<file path="src/rtl/burst_throttle_pkg.sv">
package burst_throttle_pkg;

  localparam int MAX_BEATS = 64;
  localparam int BEAT_W    = $clog2(MAX_BEATS + 1);

  typedef enum logic [1:0] {
    ST_IDLE = 2'd0,
    ST_REQ  = 2'd1,
    ST_OWN  = 2'd2
  } bt_state_e;

  // width code to bytes per beat
  function automatic logic [2:0] beat_bytes(input logic [1:0] sz);
    case (sz)
      2'd0:    beat_bytes = 3'd1;
      2'd1:    beat_bytes = 3'd2;
      default: beat_bytes = 3'd4;
    endcase
  endfunction

  // block code to beats per ownership, saturating at MAX_BEATS
  function automatic logic [BEAT_W-1:0] block_beats(input logic [2:0] code);
    if (code >= 3'd6) block_beats = BEAT_W'(MAX_BEATS);
    else              block_beats = BEAT_W'(1) << code;
  endfunction

endpackage

</file>
<file path="src/rtl/bt_threshold.sv">
module bt_threshold
  import burst_throttle_pkg::*;
#(
  parameter int CNT_W      = 24,
  parameter int FIFO_BYTES = 128,
  parameter int LVL_W      = $clog2(FIFO_BYTES + 1)
) (
  input  logic [2:0]       blk_code,
  input  logic [2:0]       nbytes,
  input  logic [CNT_W-1:0] remain,
  input  logic [LVL_W-1:0] fifo_lvl,
  input  logic             to_bus,
  output logic             thr_met,
  output logic             fifo_ok,
  output logic             tc
);

  localparam logic [CNT_W-1:0] CAP = CNT_W'(FIFO_BYTES);

  logic [CNT_W-1:0] blk_b, rem_whole, thr_a, thr, lvl_c, avail, width_c;

  always_comb begin
    width_c   = CNT_W'(nbytes);
    blk_b     = CNT_W'(block_beats(blk_code)) * width_c;
    rem_whole = remain & ~(width_c - CNT_W'(1));
    thr_a     = (blk_b < rem_whole) ? blk_b : rem_whole;
    thr       = (thr_a < CAP) ? thr_a : CAP;
    lvl_c     = CNT_W'(fifo_lvl);
    if (to_bus)          avail = lvl_c;
    else if (lvl_c >= CAP) avail = '0;
    else                 avail = CAP - lvl_c;
    tc      = remain < width_c;
    fifo_ok = avail >= width_c;
    thr_met = !tc && (avail >= thr);
  end

endmodule

</file>
<file path="src/rtl/bt_gap_timer.sv">
module bt_gap_timer #(
  parameter int NORM_GAP = 4,
  parameter int SLOW_GAP = 6,
  localparam int GAP_W   = $clog2(SLOW_GAP + 1)
) (
  input  logic clk,
  input  logic rst_n,
  input  logic stb,
  input  logic slow,
  output logic ready
);

  logic [GAP_W-1:0] cnt_q, cnt_d;
  logic             cnt_en;

  always_comb begin
    cnt_en = stb || (cnt_q != '0);
    if (stb)       cnt_d = slow ? GAP_W'(SLOW_GAP) : GAP_W'(NORM_GAP);
    else           cnt_d = cnt_q - GAP_W'(1);
    ready = (cnt_q == '0);
  end

  always_ff @(posedge clk or negedge rst_n) begin
    if (!rst_n)      cnt_q <= '0;
    else if (cnt_en) cnt_q <= cnt_d;
  end

endmodule

</file>
<file path="src/rtl/bt_preempt.sv">
module bt_preempt #(
  parameter int PT_W = 8,
  localparam int TC_W = PT_W + 2
) (
  input  logic            clk,
  input  logic            rst_n,
  input  logic            own,
  input  logic            trig,
  input  logic [PT_W-1:0] ptime,
  output logic            expired
);

  logic            armed_q, armed_d;
  logic [TC_W-1:0] cnt_q, cnt_d;

  always_comb begin
    armed_d = armed_q;
    cnt_d   = cnt_q;
    if (!own) begin
      armed_d = 1'b0;
      cnt_d   = '0;
    end else if (!armed_q && trig) begin
      armed_d = 1'b1;
      cnt_d   = {ptime, 2'b00};
    end else if (armed_q && cnt_q != '0) begin
      cnt_d = cnt_q - TC_W'(1);
    end
    expired = armed_q && (cnt_q == '0);
  end

  always_ff @(posedge clk or negedge rst_n) begin
    if (!rst_n) begin
      armed_q <= 1'b0;
      cnt_q   <= '0;
    end else begin
      armed_q <= armed_d;
      cnt_q   <= cnt_d;
    end
  end

endmodule

</file>
<file path="src/rtl/burst_throttle.sv">
module burst_throttle
  import burst_throttle_pkg::*;
#(
  parameter int CNT_W      = 24,
  parameter int ADDR_W     = 24,
  parameter int PT_W       = 8,
  parameter int FIFO_BYTES = 128,
  localparam int LVL_W     = $clog2(FIFO_BYTES + 1)
) (
  input  logic              clk,
  input  logic              rst_n,
  input  logic              cmd_go,
  input  logic [CNT_W-1:0]  cmd_len,
  input  logic [ADDR_W-1:0] cmd_addr,
  input  logic              to_bus,
  input  logic [1:0]        beat_sz,
  input  logic [2:0]        blk_code,
  input  logic              hog_mode,
  input  logic [PT_W-1:0]   preempt_time,
  input  logic              addr_hold,
  input  logic              slow_gap,
  input  logic [LVL_W-1:0]  fifo_lvl,
  input  logic              gnt,
  input  logic              hi_pri_req,
  input  logic              rel_req,
  output logic              bus_req,
  output logic              beat_stb,
  output logic [ADDR_W-1:0] bus_addr,
  output logic              connected,
  output logic              term_cnt,
  output logic              done
);

  bt_state_e         state_q, state_d;
  logic [CNT_W-1:0]  rem_q, rem_d;
  logic [ADDR_W-1:0] addr_q, addr_d;
  logic [BEAT_W-1:0] beats_q, beats_d;
  logic [2:0]        nbytes;
  logic              thr_met, fifo_ok, tc, gap_rdy, pre_exp;
  logic              own, last_blk, release_now;

  assign nbytes = beat_bytes(beat_sz);

  bt_threshold #(.CNT_W(CNT_W), .FIFO_BYTES(FIFO_BYTES)) u_thr (
    .blk_code (blk_code),
    .nbytes   (nbytes),
    .remain   (rem_q),
    .fifo_lvl (fifo_lvl),
    .to_bus   (to_bus),
    .thr_met  (thr_met),
    .fifo_ok  (fifo_ok),
    .tc       (tc)
  );

  bt_gap_timer u_gap (
    .clk   (clk),
    .rst_n (rst_n),
    .stb   (beat_stb),
    .slow  (slow_gap),
    .ready (gap_rdy)
  );

  bt_preempt #(.PT_W(PT_W)) u_pre (
    .clk     (clk),
    .rst_n   (rst_n),
    .own     (own),
    .trig    (hi_pri_req || rel_req),
    .ptime   (preempt_time),
    .expired (pre_exp)
  );

  // strobe and release decisions
  always_comb begin
    own         = (state_q == ST_OWN);
    beat_stb    = own && gnt && gap_rdy && !tc && fifo_ok && !pre_exp;
    last_blk    = !hog_mode && ((beats_q + BEAT_W'(1)) == block_beats(blk_code));
    release_now = own && (!gnt || tc || !fifo_ok || pre_exp || (beat_stb && last_blk));
  end

  // next state
  always_comb begin
    state_d = state_q;
    case (state_q)
      ST_IDLE: if (thr_met) state_d = ST_REQ;
      ST_REQ: begin
        if (tc)       state_d = ST_IDLE;
        else if (gnt) state_d = ST_OWN;
      end
      ST_OWN:  if (release_now) state_d = ST_IDLE;
      default: state_d = ST_IDLE;
    endcase
  end

  // counters
  always_comb begin
    rem_d   = rem_q;
    addr_d  = addr_q;
    beats_d = beats_q;
    if (cmd_go) begin
      rem_d  = cmd_len;
      addr_d = cmd_addr;
    end else if (beat_stb) begin
      rem_d  = rem_q - CNT_W'(nbytes);
      addr_d = addr_q + (addr_hold ? '0 : ADDR_W'(nbytes));
    end
    if (!own)          beats_d = '0;
    else if (beat_stb) beats_d = beats_q + BEAT_W'(1);
  end

  always_ff @(posedge clk or negedge rst_n) begin
    if (!rst_n) begin
      state_q <= ST_IDLE;
      rem_q   <= '0;
      addr_q  <= '0;
      beats_q <= '0;
    end else begin
      state_q <= state_d;
      if (cmd_go || beat_stb) begin
        rem_q  <= rem_d;
        addr_q <= addr_d;
      end
      beats_q <= beats_d;
    end
  end

  assign bus_req   = (state_q != ST_IDLE);
  assign bus_addr  = addr_q;
  assign connected = own && gnt;
  assign term_cnt  = tc;
  assign done      = (state_q == ST_IDLE) && tc;

endmodule

</file>
<file path="config.mk">
export PLATFORM = sky130hd
export DESIGN_NAME = burst_throttle
export DESIGN_NICKNAME = d
export VERILOG_FILES = /design/src/rtl/burst_throttle_pkg.sv /design/src/rtl/bt_threshold.sv /design/src/rtl/bt_gap_timer.sv /design/src/rtl/bt_preempt.sv /design/src/rtl/burst_throttle.sv
export SDC_FILE = /design/constraint.sdc
export NUM_CORES = 1
export LEC_CHECK = 0
export BUFFER_PORTS_ARGS = -buffer_cell sky130_fd_sc_hd__buf_2
export CORE_MARGIN = 3
export CORE_UTILIZATION = 58
export DETAILED_ROUTE_END_ITERATION = 10
export PLACE_DENSITY = 0.82
export SYNTH_ARGS = -nofsm -noshare
export SYNTH_HDL_FRONTEND = slang
export SYNTH_SLANG_ARGS = --single-unit
</file>
<file path="constraint.sdc">
create_clock -name clk -period 5 [get_ports clk]
set_input_delay 0.25 -clock clk [delete_from_list [all_inputs] [get_ports clk]]
set_output_delay 0.25 -clock clk [all_outputs]
set_load 0.005 [all_outputs]
</file>
Word level (Yosys, flattened, before mapping) --
Index checks and enable logic that the tools add are counted.
Storage, ports and cells: register bits 71, bits in latches 0, memory bits (writable) 0, memory bits (read-only) 0, input bits 79, output and inout bits 29, word-level logic and storage cells 96, memories kept 0
Cells by class: $add $sub $neg 7, $mul 1, divide/modulo/power cells 0, magnitude comparators 7, equal/unequal tests 10, shifts and indexed selects 1, muxes and demuxes 25, bitwise logic cells 2, reductions and logical operators 36
Operators by type and width (count):
- 2-to-1 mux 24 bit | 8
- 2-to-1 mux 10 bit | 3
- adder 24 x 3 -> 24 bit | 1
- bitwise AND 24 bit | 1
- >= comparator 24 bit | 1
- >= comparator 24 x 3 -> 1 bit | 1
- less-than comparator 10 x 24 -> 1 bit | 1
- less-than comparator 24 x 3 -> 1 bit | 1
- less-than comparator 24 x 8 -> 1 bit, second input constant | 1
- inverter 24 bit | 1
- subtractor 24 x 3 -> 24 bit | 1
- 2-to-1 mux 7 bit | 3
- logical AND 1 bit | 13
- logical NOT 10 bit | 1
- multiplier 7 x 3 -> 10 bit | 1
- 2-to-1 mux 2 bit | 5
- nonzero test 10 bit | 1
- subtractor 10 x 1 -> 10 bit, second input constant | 1
- subtractor 8 x 8 -> 9 bit, first input constant | 1
- >= comparator 8 bit, second input constant | 1
- adder 7 x 1 -> 7 bit, second input constant | 1
- equality test 7 bit | 1
- logical OR 1 bit | 7
- << shifter 1 x 3 -> 7 bit, first input constant | 1
- other kinds (20) | 32

Longest topological paths before layout --
Gate-level depths: netlist of run 1.
depth in word-level cells 13, mapped depth 28, depth with buffers taken out 26

By module --
Synthesis of run 1 repeated with hierarchy kept, for this count alone.
Second synthesis, totals: cells, all modules 742, area total of the unflattened synthesis 6203.4 um2
Modules (own cells, without submodules):
- burst_throttle | times used 1, cells an instance 384, area an instance 3399.5 um2, seq. area each 1426.4 um2
- bt_threshold | times used 1, cells an instance 252, area an instance 1873.0 um2, seq. area each 0.0 um2
- bt_preempt | times used 1, cells an instance 90, area an instance 753.2 um2, seq. area each 275.3 um2
- bt_gap_timer | times used 1, cells an instance 16, area an instance 177.7 um2, seq. area each 75.1 um2

Worst setup path before layout of run 1 --
No wires, ideal clock.
kind input to register, from in beat_sz[1], to reg state_q[0], library setup time 0.129 ns, arrival time 5.548 ns, data required time 4.871 ns, path slack -0.677 ns, cell stages on the path 23, path buffers 1, path through clkbuf_1 > inv_1 > or3_1 > fa_1 > inv_1 > fa_1 > a21o_1 > a21oi_1 > xnor2_1 > ha_1 > a21o_1 > a2111oi_0 > a221oi_2 > nor4_1 > a32o_1 > ha_1 > nand2b_1 > a21o_1 > a21o_1 > a21oi_1 > o21ai_0 > a211oi_1 > nor4_1
Between the ends: word-level cells in the longest chain between the ends 13, elaborated cells between the ends (all ways) 32, those cells by class 1 x add/sub; 1 x mul; 5 x order compare; 4 x eq/ne; 5 x mux; 2 x bitwise; 14 x reduce/logical
RTL lines:
- start: declaration | RTL line burst_throttle.sv:16 | input logic [1:0] beat_sz,
- equality test 2 x 1 -> 1 bit or logical NOT 2 bit (tied branches) | RTL line burst_throttle_pkg.sv:14 | case (sz)
- one-hot mux 3 bit (2 select lines) (*) | RTL line burst_throttle_pkg.sv:14
- branches (longest 11 deep; another with less-than comparator 10 x 24 -> 1 bit)
- end signal: assignment | RTL line burst_throttle.sv:117 | state_q <= state_d;
- end: declaration | RTL line burst_throttle.sv:34 | bt_state_e state_q, state_d;
Mark *: on every way between the ends. A chain may end at the register's enable or synchronous reset.

Worst setup path in the final report of run 1 --
Ends and elaborated chain as after synthesis.

==> metrics.txt, run 1 <==
status=finished clean; synthesized cell area=0.006251 mm^2; Longest Clk Path Bufs=2; first-pass GRT wire length=28,200 um; ys async rst share=100.0%; Final Non-Filler Cells=1,034; share of cells above drive strength 1=24.72%; FF/Latch Area=0.001777 mm^2; Worst Tran Pin Value=0.9680 ns; Worst VDD drop=0.2426 mV; fin crit share=95.74%; Area Overhead vs Synth=21.54%; part of the power in registers=41.2%; H-tree depth=3; endpoints failing hold=0; diode count=0; die area=0.01206 mm^2; cell-internal power=1.108 mW; drc violations=0; DR top layer=met5; Comb power frac=26.3%; most frequent cells in the layout=107 x buf_2, 81 x nand2_1, 71 x dfrtp_1, 56 x o21ai_0, 55 x ha_1; area of the multi-input gates=0.004394 mm^2; Ports=108; EDFF count, synth=0; Mapped Cells=743; P_sw=0.5315 mW; flop and latch count out of synthesis=71; most common cell after layout, fill and taps aside=buf_2; xor and xnor area share after synthesis=6.445%; Netlist cell types=78; DR iter-0 viols=532; max-cap violation count=0; maximum clock frequency=208.9 MHz; Synth Flop Type=dfrtp_1; total track usage=28.92%; initial antenna violation count=1; Initial Util=60.01%; Synth Area in Adders=14.17%; Post-Synth Simple-Gate Area=26.38%; Final Slew Violations=0; endpoints failing setup=0; mux contribution to synthesized area=2.502%; Sw Share=32.41%; register area share after synthesis=28.42%; vias in the first global route=6,138; clock power share=32.5%; routed via count=6,283; CP required=5.23 ns; top cell type's share of synthesized area=28.42%; Worst Hold Class=input pin to register; final instance area=0.007597 mm^2; total CTS buffers=9; routability cong.=0.9906; CP Max Fanout=4; final WL=17,290 um; WL/cell=16.72 um; CTS root buffer=clkbuf_8; largest net degree at the start of global routing=83; DP Wirelength=13,190 um; syn_area_per_cell=8.413 um^2; fillcell total=823; crit-path max cell delay=0.50 ns; TritonCTS clock tree=built; cell accounting for the most synthesized area=dfrtp_1; Core Region=0.01042 mm^2; largest family of logic cells by synthesized area=simple AND/OR/NAND/NOR gates; most used cell, CP=a21o_1; Placed Cells=1,017; Die H=109.8 um; Clock Skew=0.01028 ns; Yosys warning total=0; die width=109.8 um; crit path time final=4.787 ns; DRT Pass-1 Iters=5; total grt overflow=0; fin nets=1,038; Via density=6.076; Routed met3 length=1238 um; insertion delay to the later sink of the worst-skew pair=0.35 ns; Area contributors post-synth=dfrtp_1 28%, ha_1 12%, nand2_1 4.9%, o21ai_0 4.6%, xor2_1 3.8%; routed length on met1=7343 um; crit path DAT=5.01 ns; CTS clk-pin slew, worst paths=0.08 ns; cell row count=37; CP Launch Type=input pin; Leak=3.682 nW; ANT nets after route=0; Worst slew margin=35.23%; Crit. End Element=register; clk sink count=71; DR WL met2=8336 um; post-synthesis compound-gate area fraction=17.11%; # port buffers=107; Cell Pwr Density=215.8 mW/mm^2; type of the worst setup path=input pin to register; Worst path slowest cell=fa_1; placed cell area=0.007300 mm^2
per-stage QoR:
stage                     worst slack (ns)  hold WS (ns)  power [mW]  setup TNS, ns  utilization (%)
after CTS                          0.05562       0.09539       1.628              0            72.22
after global placement             -0.1072        0.4576       1.070        -0.1072            70.08
after floorplan                  0.0007745      -0.04559      0.9347              0                -
after detailed placement           -0.2804        0.4639       1.097        -0.2804            70.08
final                               0.2128        0.1033       1.640              0            72.94
after global routing              -0.01383        0.1043       1.720       -0.01383            72.94
registers in the layout, summed over array words and instances, names as in the netlist:
register and count:
state_q 2, u_pre.armed_q 1, beats_q 7, u_pre.cnt_q 10, bus_addr 24, rem_q 24
u_gap.cnt_q 3
synthesized netlist by cell type, drive strengths merged, types with 6 or more instances:
cell and n:
mux2i 10, xnor2 19, nor4 10, a21o 17
ha 58, buf 11, nand3 34, nand2 83
and3 11, and2 6, a211oi 6, nor3 25
nand4 24, a22oi 9, a31oi 7, or4 11
nor2 53, fa 8, clkbuf 17, or2 6
o21ai 61, nand2b 9, xor2 27, or3 7
nor2b 13, inv 42, a21oi 28, dfrtp 71
metal layers:
layer  global-route usage, %  vias up
li1                        -     2982
met4                   8.459        2
met2                   47.62      237
met5                       0        -
met3                   6.753       36
met1                   37.86     3026
path summary, 6_finish.rpt:
path,start,end,slack (ns),depth (start not counted)
worst min register to register,u_gap.cnt_q[0]$_DFFE_PN0P_,u_gap.cnt_q[0]$_DFFE_PN0P_,0.51,1
max in group asynchronous,rst_n,bus_addr[23]$_DFFE_PN0P_,4.27,2
worst max-delay path,beat_sz[1],state_q[0]$_DFFE_PN0P_,0.21,25
worst min-delay path,cmd_addr[19],bus_addr[19]$_DFFE_PN0P_,0.10,3
min in group asynchronous,rst_n,beats_q[5]$_DFFE_PN0P_,0.11,2
worst max register to register,rem_q[12]$_DFFE_PN0P_,state_q[0]$_DFFE_PN0P_,1.26,14
final cells by class:
cell class / instances / area share, %
Inverter: 42 / 2.108
Tap cell: 136 / 2.240
Sequential cell: 71 / 23.39
Clock buffer: 11 / 1.861
Timing Repair Buffer: 152 / 11.50
Clock inverter: 5 / 1.070
Multi-Input combinational cell: 617 / 57.84
repair_timing:
action | CTS | global route
resized for setup | 0 | 14
hold endpoints to repair | 0 | 0
setup buffers | 0 | 1
hold buffers | 0 | 0
setup endpoints to repair | 0 | 1
worst max-delay path: cells and delay by family:
family / cells / cell delay [ns]
AOI/OAI and AO/OA: 12 / 2.18
xor gates and xnor gates: 1 / 0.12
adders and majority gates: 4 / 1.33
buffers and inverters: 4 / 0.39
and+or+nand+nor: 4 / 0.75
cell families after synthesis:
group | Yosys count
DFF | 71
buffers and inverters | 70
other | 1
AOI/OAI and AO/OA | 165
and+or+nand+nor | 309
muxes | 15
adders and majority gates | 66
xor gates and xnor gates | 46
power by group through the flow:
| stage | registers (mW) | logic, mW | clock network (mW) |
|---|---|---|---|
| finish | 0.675 | 0.431 | 0.533 |
| global route | 0.682 | 0.479 | 0.559 |
| CTS | 0.673 | 0.416 | 0.539 |
| detailed placement | 0.684 | 0.413 | 0 |
| global placement | 0.680 | 0.390 | 0 |
| floorplan | 0.673 | 0.262 | 0 |
No activity file was read; power rests on OpenSTA's default activity.
==> inputs of run 2 (changes only) <==
--- a/config.mk
+++ b/config.mk
@@ -6,6 +6,7 @@
 export NUM_CORES = 1
 export LEC_CHECK = 0
 export BUFFER_PORTS_ARGS = -buffer_cell sky130_fd_sc_hd__buf_2
+export CORE_ASPECT_RATIO = 1.25
 export CORE_MARGIN = 3
 export CORE_UTILIZATION = 58
 export DETAILED_ROUTE_END_ITERATION = 10
==> run 2 against run 1 <==
Against the previous run: non-clock buffer count decreased by 5; register-to-register slack improved by 0.02 ns; die area hardly changed; critical path type unchanged.
==> metrics.txt, run 2 (same netlist as run 1, synthesis figures left out) <==
status=finished clean; die area=0.01207 mm^2 (about the same); fin crit share=95.49% (-0.25 points); H-tree depth=3 (unchanged); Final Slew Violations=0 (unchanged); cell row count=41 (+11%); worst-case reg-to-reg path depth=14 (unchanged); hold path start=cmd_len[19]; fin util=74.12% (+1.2 points); most used cell, CP=a21o_1; Hold WS=0.1115 ns (+0.008167 ns); endpoints failing setup=0 (unchanged); DP Wirelength=12,790 um (-3.0%); most common cell after layout, fill and taps aside=buf_2; CP Launch Type=input pin; Final Non-Filler Cells=1,022 (-1.2%); routed via count=6,205 (-1.2%); area of the multi-input gates=0.004363 mm^2 (-0.71%); worst setup margin=0.2254 ns (+0.01265 ns); total CTS buffers=9 (unchanged); DRT Pass-1 Iters=5 (unchanged); # port buffers=107 (unchanged); Sw Share=29.61% (-2.8 points); drc violations=0 (unchanged); Placed Cells=1,006 (-1.1%); fillcell total=788 (-4.3%); Critical Path Start=beat_sz[1]; ANT nets after route=0 (unchanged); Die H=122.1 um (+11%); crit path time final=4.775 ns (-0.01265 ns); die width=98.86 um (-10%); R2R setup slack=1.28 ns (+0.02 ns); DR iter-0 viols=334 (-37%); Clock Skew=0.009374 ns (-0.0009093 ns); Setup crit end=state_q[0]$_DFFE_PN0P_; Crit. End Element=register; Via density=6.071 (about the same); crit path DAT=4.99 ns (-0.02 ns); Core Region=0.01031 mm^2 (-1.0%); cell-internal power=1.297 mW (+17%); Initial Util=60.62% (+0.61 points); TritonCTS clock tree=built; largest net degree at the start of global routing=83 (unchanged); Ports=108 (unchanged); # hold bufs at CTS=0 (unchanged); max-cap violation count=0 (unchanged); Cell Pwr Density=241.1 mW/mm^2 (+12%); Comb power frac=22.5% (-3.8 points); most frequent cells in the layout=106 x buf_2, 81 x nand2_1, 71 x dfrtp_1, 56 x o21ai_0, 56 x ha_1; reg2reg start=rem_q[12]$_DFFE_PN0P_; Worst path slowest cell=fa_1; clock power share=40.8% (+8.3 points); P_sw=0.5456 mW (+2.7%); Leak=3.710 nW (+0.74%); crit-path max cell delay=0.50 ns (about the same); CP required=5.22 ns (about the same); maximum clock frequency=209.4 MHz (+0.27%); WL/cell=16.77 um (+0.28%); CTS root buffer=clkbuf_16; setup TNS=0 ns (unchanged); Worst R2R End=state_q[0]$_DFFE_PN0P_; diode count=0 (unchanged); routability cong.=0.9220 (-6.9%); share of cells above drive strength 1=23.85% (-0.87 points); Worst Tran Pin Value=0.9668 ns (-0.001162 ns); first-pass GRT wire length=28,000 um (-0.71%); part of the power in registers=36.7% (-4.5 points); Worst VDD drop=0.2196 mV (-9.5%); insertion delay to the later sink of the worst-skew pair=0.35 ns (about the same); FF/Latch Area=0.001777 mm^2 (unchanged); vias in the first global route=6,120 (-0.29%); clk sink count=71 (unchanged); type of the worst setup path=input pin to register; initial antenna violation count=0 (-1); postcts setup bufs=0 (unchanged); pre-CTS setup slack=-0.2261 ns (+0.05434 ns); Longest Clk Path Bufs=2 (unchanged); Worst Hold Class=input pin to register; final WL=17,140 um (-0.88%); CTS clk-pin slew, worst paths=0.06 ns (-0.02 ns); Worst slew margin=35.31% (+0.078 points); endpoints failing hold=0 (unchanged); CP Max Fanout=4 (unchanged); total grt overflow=0 (unchanged); fin nets=1,033 (-0.48%); total track usage=28.71% (-0.21 points); Area Overhead vs Synth=22.26%
==> run 2: cell types whose count changed in the layout (fill, tap and decap cells not counted), moves of 2 or more <==
cell,delta
inv_6,+2
buf_4,-5
clkbuf_8,-10
clkbuf_16,+9
==> run 2: worst min path at each step <==
stage	endpoint	slack, ns	cells past startpoint
CTS	bus_addr[16]$_DFFE_PN0P_	0.11	3
floorplan	beats_q[0]$_DFFE_PN0P_	-0.05	0
global route	bus_addr[13]$_DFFE_PN0P_	0.12	3
detailed placement	bus_addr[16]$_DFFE_PN0P_	0.46	3
finish	rem_q[19]$_DFFE_PN0P_	0.11	3
global placement	bus_addr[5]$_DFFE_PN0P_	0.46	3
==> run 2: power groups by stage <==
stage	Clock [mW]	Combinational, mW	Sequential, mW
detailed placement	0	0.404	0.683
floorplan	0	0.262	0.673
finish	0.752	0.416	0.675
global route	0.780	0.468	0.682
CTS	0.754	0.410	0.674
global placement	0	0.386	0.680
==> run 2: timing repair <==
action / CTS / global route
setup endpoints to repair: 0 / 1
endpoints found under the hold margin: 0 / 0
resized for setup: 0 / 9
==> run 2: critical path: cells and delay by family <==
kind	cells	cell delay, ns
XOR/XNOR	1	0.15
buffers and inverters	3	0.23
AO/OA/AOI/OAI	11	2.08
AND/OR/NAND/NOR	6	0.89
adder cells (fa/ha/maj)	4	1.36
==> run 2: layout make-up <==
cell class | instances | area share [%]
Inverter | 42 | 2.096
Clock buffer | 9 | 2.947
Timing Repair Buffer | 147 | 10.97
Multi-Input combinational cell | 617 | 57.09
Tap cell | 129 | 2.112
Sequential cell | 71 | 23.25
Clock inverter | 7 | 1.539
==> run 2: per-stage QoR <==
stage	area (um^2)	total power [mW]
after floorplan	6439	0.9347
after global placement	7261	1.066
after detailed placement	7261	1.087
after CTS	7604	1.838
after global routing	7642	1.930
final	7642	1.843
==> run 2: per-layer routing <==
metal | GRT usage [%] | vias up | routed length (um)
met3 | 5.556 | 44 | 1209
met1 | 34.68 | 2922 | 6721
li1 | - | 2974 | -
met4 | 12.72 | 0 | 525
met2 | 49.50 | 265 | 8683
met5 | 0 | - | 0
==> inputs of run 3 (changes only) <==
==> constraint.sdc (replaced) <==
create_clock -name clk -period 5 [get_ports clk]
set_input_delay 1.25 -clock clk [delete_from_list [all_inputs] [get_ports clk]]
set_output_delay 1.25 -clock clk [all_outputs]
set_load 0.005 [all_outputs]
==> run 3 against run 2 <==
Against the previous run: the run now ends with negative setup slack left; via count rose by 1.3%; sequential share of layout area decreased by 0.29 points; clock power decreased by 3%; critical path type unchanged; largest power group unchanged; highest routed layer unchanged.
==> metrics.txt, run 3 (same netlist as run 1, synthesis figures left out) <==
Worst Hold Class=register to register; reg2reg start=rem_q[12]$_DFFE_PN0P_; Worst VDD drop=0.2275 mV (+3.6%); H-tree depth=3 (unchanged); initial antenna violation count=0 (unchanged); Die H=122.1 um (unchanged); drc violations=0 (unchanged); status=complete, but fails checks; RSZ-0062 raised after global routing=true; crit path time final=5.797 ns (+1.023 ns); final instance area=0.007737 mm^2 (+1.2%); Worst R2R End=state_q[0]$_DFFE_PN0P_; insertion delay to the later sink of the worst-skew pair=0.34 ns (about the same); share of cells above drive strength 1=24.89% (+1.0 points); CTS root buffer=clkbuf_16; fin util=75.04% (+0.92 points); Worst Tran Pin Value=1.124 ns (+0.1570 ns); R2R setup slack=1.28 ns (about the same); Core Region=0.01031 mm^2 (unchanged); Initial Util=60.62% (unchanged); CTS clk-pin slew, worst paths=0.06 ns (about the same); Final Slew Violations=0 (unchanged); routed via count=6,283 (+1.3%); clk sink count=71 (unchanged); DRT Pass-1 Iters=6 (+1); most common cell after layout, fill and taps aside=buf_2; Ports=108 (unchanged); Area Overhead vs Synth=23.78%; die width=98.86 um (unchanged); largest net degree at the start of global routing=82 (-1.2%); Clock Skew=0.006348 ns (-0.003026 ns); placed cell area=0.007347 mm^2 (+1.2%); total track usage=29.43% (+0.72 points); worst-case reg-to-reg path depth=15 (+1); die area=0.01207 mm^2 (unchanged); # port buffers=107 (unchanged); Critical Path Start=blk_code[2]; DR iter-0 viols=525 (+57%); maximum clock frequency=172.5 MHz (-18%); CP required=5.21 ns (about the same); final WL=17,530 um (+2.3%); CP Max Fanout=5 (+1); crit path DAT=6.01 ns (+1.02 ns); total CTS buffers=9 (unchanged); WL/cell=17.04 um (+1.6%); TritonCTS clock tree=built; type of the worst setup path=input pin to register; Leak=3.740 nW (+0.81%); CP Launch Type=input pin; worst setup margin=-0.7973 ns (-1.023 ns); Setup crit end=state_q[0]$_DFFE_PN0P_; Via density=6.106 (+0.57%); Worst slew margin=25.08% (-10 points); cell row count=41 (unchanged); failing checks=negative setup slack; ANT nets after route=0 (unchanged); endpoints failing setup=1 (+1); Longest Clk Path Bufs=2 (unchanged); total grt overflow=0 (unchanged); max-cap violation count=0 (unchanged); routability cong.=0.8873 (-3.8%); endpoints failing hold=0 (unchanged); fin nets=1,040 (+0.68%); Crit. End Element=register; vias in the first global route=6,380 (+4.2%); most frequent cells in the layout=107 x buf_2, 80 x nand2_1, 71 x dfrtp_1, 56 x o21ai_0, 53 x ha_1; DP Wirelength=13,240 um (+3.5%); Cell Pwr Density=237.5 mW/mm^2 (-1.5%); fin crit share=115.9% (+20 points); diode count=0 (unchanged); first-pass GRT wire length=29,190 um (+4.3%)
-- run 3: cell types whose count changed in the layout (fill, tap and decap cells not counted), moves of 2 or more --
cell,before,now
clkbuf_8,0,4
ha_1,56,53
clkinv_2,2,0
buf_4,40,47
ha_4,1,3
inv_6,2,0
-- run 3: report_power, final --
part	switching, mW	leakage, nW	total (mW)	internal, mW
clock	0.240	0.169	0.732	0.492
sequential	0.0530	0.886	0.678	0.625
combinational	0.239	2.68	0.428	0.189
-- run 3: cell type report --
type,count,area (um^2)
flip-flops and latches,71,1777
inverters,42,165.2
well taps,129,161.4
multi-input cells,617,4402
repair buffers,154,888.4
clock inverters,2,60.06
clock buffers,14,284.0
fillers,772,2574
-- run 3: metal layers --
metal  track usage, %  vias up  share of wire (%)
met1            35.65     3013                 40
met4            10.50        0                2.5
met3            4.639       44                6.1
li1                 -     2987                  -
met5                0        -                  0
met2            52.65      239                 51
-- run 3: worst max-delay path, cell delays in order --
cell and delay, ns:
buf_2 0.11, inv_2 0.06, nand2_2 0.06, or3_4 0.39, fa_1 0.52, inv_2 0.07
ha_4 0.21, a21o_1 0.18, a21oi_2 0.14, buf_4 0.14, xnor2_2 0.12, ha_1 0.28
a21o_1 0.16, a21o_1 0.17, a2111oi_4 0.32, a221oi_2 0.09, buf_4 0.16, and2_4 0.15
a32o_1 0.21, ha_1 0.26, nand2b_1 0.14, a21o_1 0.15, a21o_1 0.18, a21oi_2 0.11
o21ai_1 0.07, a211oi_1 0.24, nor4_1 0.07
-- run 3: metrics by stage --
step	std cells	hold slack [ns]	TNS (ns)	total power [mW]	worst slack, ns
6_report	1029	0.5016	-0.7973	1.838	-0.7973
5_1_grt	1029	0.5292	-1.026	1.928	-1.026
4_1_cts	1029	0.4996	-0.8601	1.832	-0.8601
3_5_place_dp	1012	0.4898	-1.343	1.100	-1.343
3_3_place_gp	1012	0.4715	-1.144	1.074	-1.144
2_1_floorplan	758	0.4555	-0.8978	0.9378	-0.8978
-- run 3: timing repair --
item	in CTS	in global routing
gates resized for setup	3	4
cloned	0	0
hold buffers	0	0
pin swaps	9	5
buffers inserted	1	0
endpoints found under the setup margin	1	1
-- run 3: worst min path at each step --
stage / from / end / slack [ns] / depth (start not counted)
2_1_floorplan: u_gap.cnt_q[2]$_DFFE_PN0P_ / u_gap.cnt_q[2]$_DFFE_PN0P_ / 0.46 / 1
3_3_place_gp: u_gap.cnt_q[2]$_DFFE_PN0P_ / u_gap.cnt_q[2]$_DFFE_PN0P_ / 0.47 / 1
3_5_place_dp: u_gap.cnt_q[0]$_DFFE_PN0P_ / u_gap.cnt_q[0]$_DFFE_PN0P_ / 0.49 / 1
4_1_cts: u_gap.cnt_q[0]$_DFFE_PN0P_ / u_gap.cnt_q[0]$_DFFE_PN0P_ / 0.50 / 1
5_1_grt: u_gap.cnt_q[0]$_DFFE_PN0P_ / u_gap.cnt_q[0]$_DFFE_PN0P_ / 0.53 / 1
6_report: u_gap.cnt_q[0]$_DFFE_PN0P_ / u_gap.cnt_q[0]$_DFFE_PN0P_ / 0.50 / 1
